$ cat src/rtl/mf_clock_gen.sv
module mf_clock_gen #(
  parameter int OCT_W = 8,
  parameter int FRM_W = 5
) (
  input  logic             clk,
  input  logic             rst_n,
  input  logic [OCT_W-1:0] cfg_octets_m1,
  input  logic [FRM_W-1:0] cfg_frames_m1,
  input  logic [1:0]       cfg_subclass,
  input  logic [1:0]       ref_mode,
  input  logic             rearm,
  input  logic             sysref,
  input  logic             sync_n,
  output logic             frame_pulse,
  output logic             mf_pulse,
  output logic             locked,
  output logic             phase_err
);

  logic [OCT_W-1:0] oct;
  logic [FRM_W-1:0] frm;
  logic ref_q, sync_q, armed;

  wire ref_rise  = sysref & ~ref_q;
  wire sync_rise = sync_n & ~sync_q;
  wire oneshot   = ref_mode[1];
  wire sc_ref    = (cfg_subclass == 2'd1);
  wire sc_sync   = (cfg_subclass == 2'd2);
  wire sc_free   = !(sc_ref || sc_sync);
  wire oct_last  = (oct >= cfg_octets_m1);
  wire frm_last  = (frm >= cfg_frames_m1);
  wire mf_last   = oct_last && frm_last;
  wire take_ref  = sc_ref && ref_rise && (!oneshot || armed);
  wire take_sync = sc_sync && sync_rise;
  wire align     = take_ref || take_sync;
  wire misphase  = take_ref && !oneshot && !mf_last;

  assign frame_pulse = (oct == '0);
  assign mf_pulse    = (oct == '0) && (frm == '0);

  always_ff @(posedge clk) begin
    if (!rst_n) begin
      oct       <= '0;
      frm       <= '0;
      ref_q     <= 1'b0;
      sync_q    <= 1'b1;
      armed     <= 1'b1;
      locked    <= 1'b0;
      phase_err <= 1'b0;
    end else begin
      ref_q  <= sysref;
      sync_q <= sync_n;

      if (align || oct_last) oct <= '0;
      else                   oct <= oct + 1'b1;

      if (align)         frm <= '0;
      else if (oct_last) frm <= frm_last ? '0 : frm + 1'b1;

      if (take_ref && oneshot) armed <= 1'b0;
      else if (rearm)          armed <= 1'b1;

      if (align || sc_free) locked <= 1'b1;

      if (misphase)   phase_err <= 1'b1;
      else if (rearm) phase_err <= 1'b0;
    end
  end

  assert_align_zero_R4: assert property (@(posedge clk) disable iff (!rst_n)
    align |=> (frame_pulse && mf_pulse));

  assert_err_sticky_R8: assert property (@(posedge clk) disable iff (!rst_n)
    (phase_err && !rearm) |=> phase_err);

  assert_locked_sticky_R9: assert property (@(posedge clk) disable iff (!rst_n)
    locked |=> locked);

  assert_oneshot_noerr_R7: assert property (@(posedge clk) disable iff (!rst_n)
    (oneshot && !rearm) |=> (phase_err == $past(phase_err)));

  assert_oneshot_quiet_R7: assert property (@(posedge clk) disable iff (!rst_n)
    (sc_ref && oneshot && !armed && !oct_last) |=> (oct == $past(oct) + 1'b1));

  assert_free_run_R6: assert property (@(posedge clk) disable iff (!rst_n)
    (sc_free && !oct_last) |=> (oct == $past(oct) + 1'b1));

endmodule

$ cat config.mk
export PLATFORM = sky130hd
export DESIGN_NAME = mf_clock_gen
export DESIGN_NICKNAME = d
export VERILOG_FILES = /design/src/rtl/mf_clock_gen.sv
export SDC_FILE = /design/constraint.sdc
export NUM_CORES = 1
export LEC_CHECK = 0
export BUFFER_PORTS_ARGS = -buffer_cell sky130_fd_sc_hd__buf_2
export CAP_MARGIN = 20
export CORE_ASPECT_RATIO = 1.75
export CORE_MARGIN = 2
export CORE_UTILIZATION = 46
export DETAILED_ROUTE_END_ITERATION = 10
export PLACE_DENSITY_LB_ADDON = 0.2
export SLEW_MARGIN = 15
export SYNTH_ARGS = -nofsm -noshare
export SYNTH_HDL_FRONTEND = slang
export SYNTH_SLANG_ARGS = --single-unit
$ cat constraint.sdc
create_clock -name clk -period 4.35 [get_ports clk]
set_input_delay 0.435 -clock clk [delete_from_list [all_inputs] [get_ports clk]]
set_output_delay 0.435 -clock clk [all_outputs]
set_load 0.01 [all_outputs]
==> metrics.txt <==
status complete, no violations; Seq/Total Area, Yosys 0.295; Max Fanout on Critical Path 4; Top FF cell, synth dfxtp_1; most frequent cells in the layout buf_2 (24), inv_1 (20), ha_1 (19); Antenna Cells 0; Post-Syn Area per Cell 8.86 µm²; Die Ht 72.2 µm; min cycle time layout 2.26 ns; dpl ws 2.26 ns; Initial DRC Count 11; clk slew on worst S/H paths roughly 0.07 ns; pwr/cell area 249 nW/µm²; global-route wire length before repair 4350 µm; crit-path max cell delay around 0.44 ns; Max IR drop VDD about 170 µV; Worst path slowest cell or4b_1; worst hold path class in -> reg; synth top area cells dfxtp_1 (29%), ha_1 (19%), inv_1 (6.1%); max_slew headroom 0.696; post-CTS setup repair buffer count 0; clock latency at the later pin of the worst-skew pair roughly 0.25 ns; Placer Congestion approximately 0.80; CTS max path bufs 2; Max Cap Violations 0; number of hold buffers added after CTS 0; row cnt 24; final count of negative-setup-slack endpoints 0; CTS tree built; Post-Syn Instances 138; via/cell ratio 5.56; Crit Path Category reg -> out; Critical Path Source Type register; Fin Setup TNS 0 ns; worst path required time 3.91 ns; drt first pass iters 4; flop2flop setup slack approximately 2.4 ns; H-tree depth 1; commonest non-fill, non-tap cell in the layout buf_2; final setup margin 2.09 ns; initial antenna violation count 0; Min-Delay Path Depth 2; # DRC 0; Final period util 0.519; Final Max Tran Viols 0; dpl hpwl 2020 µm; Warnings, synthesis 0; Post-Route WL 2380 µm; largest delay contributor family on the critical path simple AND/OR/NAND/NOR gates; Final #Nets 207; Total GRT Usage 0.175; hold_ws 0.395 ns; num ports 26; Core Region 2520 µm²; Fin. Hold Viols 0; ANT nets after route 0; total global routing overflow 0; largest net degree at the start of global routing 10; Tightest Pin Transition roughly 0.45 ns; vias in the first global route 1109; Layout Skew 0.00112 ns; Sink Count 18; total nets after synthesis 179; Max Clk Rate 443 MHz; Reg2Reg Depth 7; cts repair resizes 0; fraction of registers with async set/reset 0; via count 1057; Die X-Extent 43.0 µm; Post-synth EDFFs 0; Clock Tree Root clkbuf_8; area of the mapped netlist 1220 µm²; Synth Register Bits 18; Yosys top cell area share 0.295; Num CTS Buffers 3; Initial Util 0.485; Worst EP arrival 1.82 ns; Area growth, synth to finish 14.9%; CP Capture Type output port; Avg WL per Cell 12.5 µm; WHS Endpoint sync_q; IO buf count 24; LEAKAGE slightly below 0.7 nW; proportion of layout cells with a drive suffix above 1 0.220; Synth area leader dfxtp_1; die area 3100 µm²; Reg-to-Reg End frm[4]; FF-to-FF Start oct[0]; Cell variety after synth 41; Buf/Inv on CP 2; RSZ-0062 raised after global routing no; hold_sp sync_n; critical-path cell list inv_1 -> ha_1 -> or4b_1 -> nor4_2 -> and4b_1 -> buf_2
[cell families after synthesis]
logic type / Yosys count / synth area share
simple gates: 51 / 0.245
compound gates: 23 / 0.153
buf+inv: 21 / 0.0706
fa+ha+maj: 19 / 0.194
flops: 18 / 0.295
xor+xnor: 6 / 0.0430
[per-stage QoR]
step	std cells	utilization	power, W	instance area (µm²)
finish	190	0.557	0.000350	1410
global route	190	0.557	0.000369	1410
CTS	190	0.557	0.000354	1410
detailed placement	187	0.541	0.000238	1360
global placement	187	0.541	0.000236	1360
floorplan	138	-	0.000216	1220
[state kept, by name (all words and copies together), names as in the netlist]
register and count:
armed 1, frm 5, locked 1, oct 8, phase_err 1, ref_q 1
sync_q 1
[layout make-up]
class | count | area (µm²)
fill | 239 | 1120
multi-input combinational | 99 | 776
sequential | 18 | 360
timing repair buffer | 24 | 120
inverter | 20 | 75.1
clock buffer | 3 | 41.3
tap | 26 | 32.5
[metal layers]
| layer | up-vias | track usage | routed length, µm |
|---|---|---|---|
| met5 | - | 0 | 0 |
| met4 | 0 | 0.0808 | 55 |
| met3 | 7 | 0.0323 | 62 |
| met2 | 18 | 0.340 | 1350 |
| met1 | 499 | 0.169 | 914 |
| li1 | 533 | - | - |
[cells in the mapped netlist, types with 2 or more instances]
cell type / instances
nor2_1: 14
o22ai_1: 4
and3_1: 2
a21oi_1: 3
xor2_1: 2
nor3_1: 2
a22oi_1: 3
ha_1: 19
dfxtp_1: 18
xnor2_1: 4
o21ai_0: 3
nand2_1: 7
nand3b_1: 2
nor2b_1: 2
inv_1: 20
nand3_1: 6
or3_1: 3
[power breakdown]
part / internal [W] / total [W] / switching [W]
clock: 0.0000616 / 0.000116 / 0.0000541
combinational: 0.0000301 / 0.0000601 / 0.0000301
sequential: 0.000170 / 0.000174 / 0.00000401
[worst max-delay path by stage]
stage / from / endpoint / slack, ns / depth (start not counted)
after CTS: oct[0] / mf_pulse / 2.08 / 6
after floorplan: oct[0] / mf_pulse / 2.40 / 5
after detailed placement: cfg_octets_m1[0] / frm[4] / 2.26 / 7
after global placement: cfg_octets_m1[0] / frm[4] / 2.28 / 7
final: oct[0] / mf_pulse / 2.09 / 6
after global routing: oct[0] / mf_pulse / 1.98 / 6
Note: power is estimated with default switching activity, not from simulation.
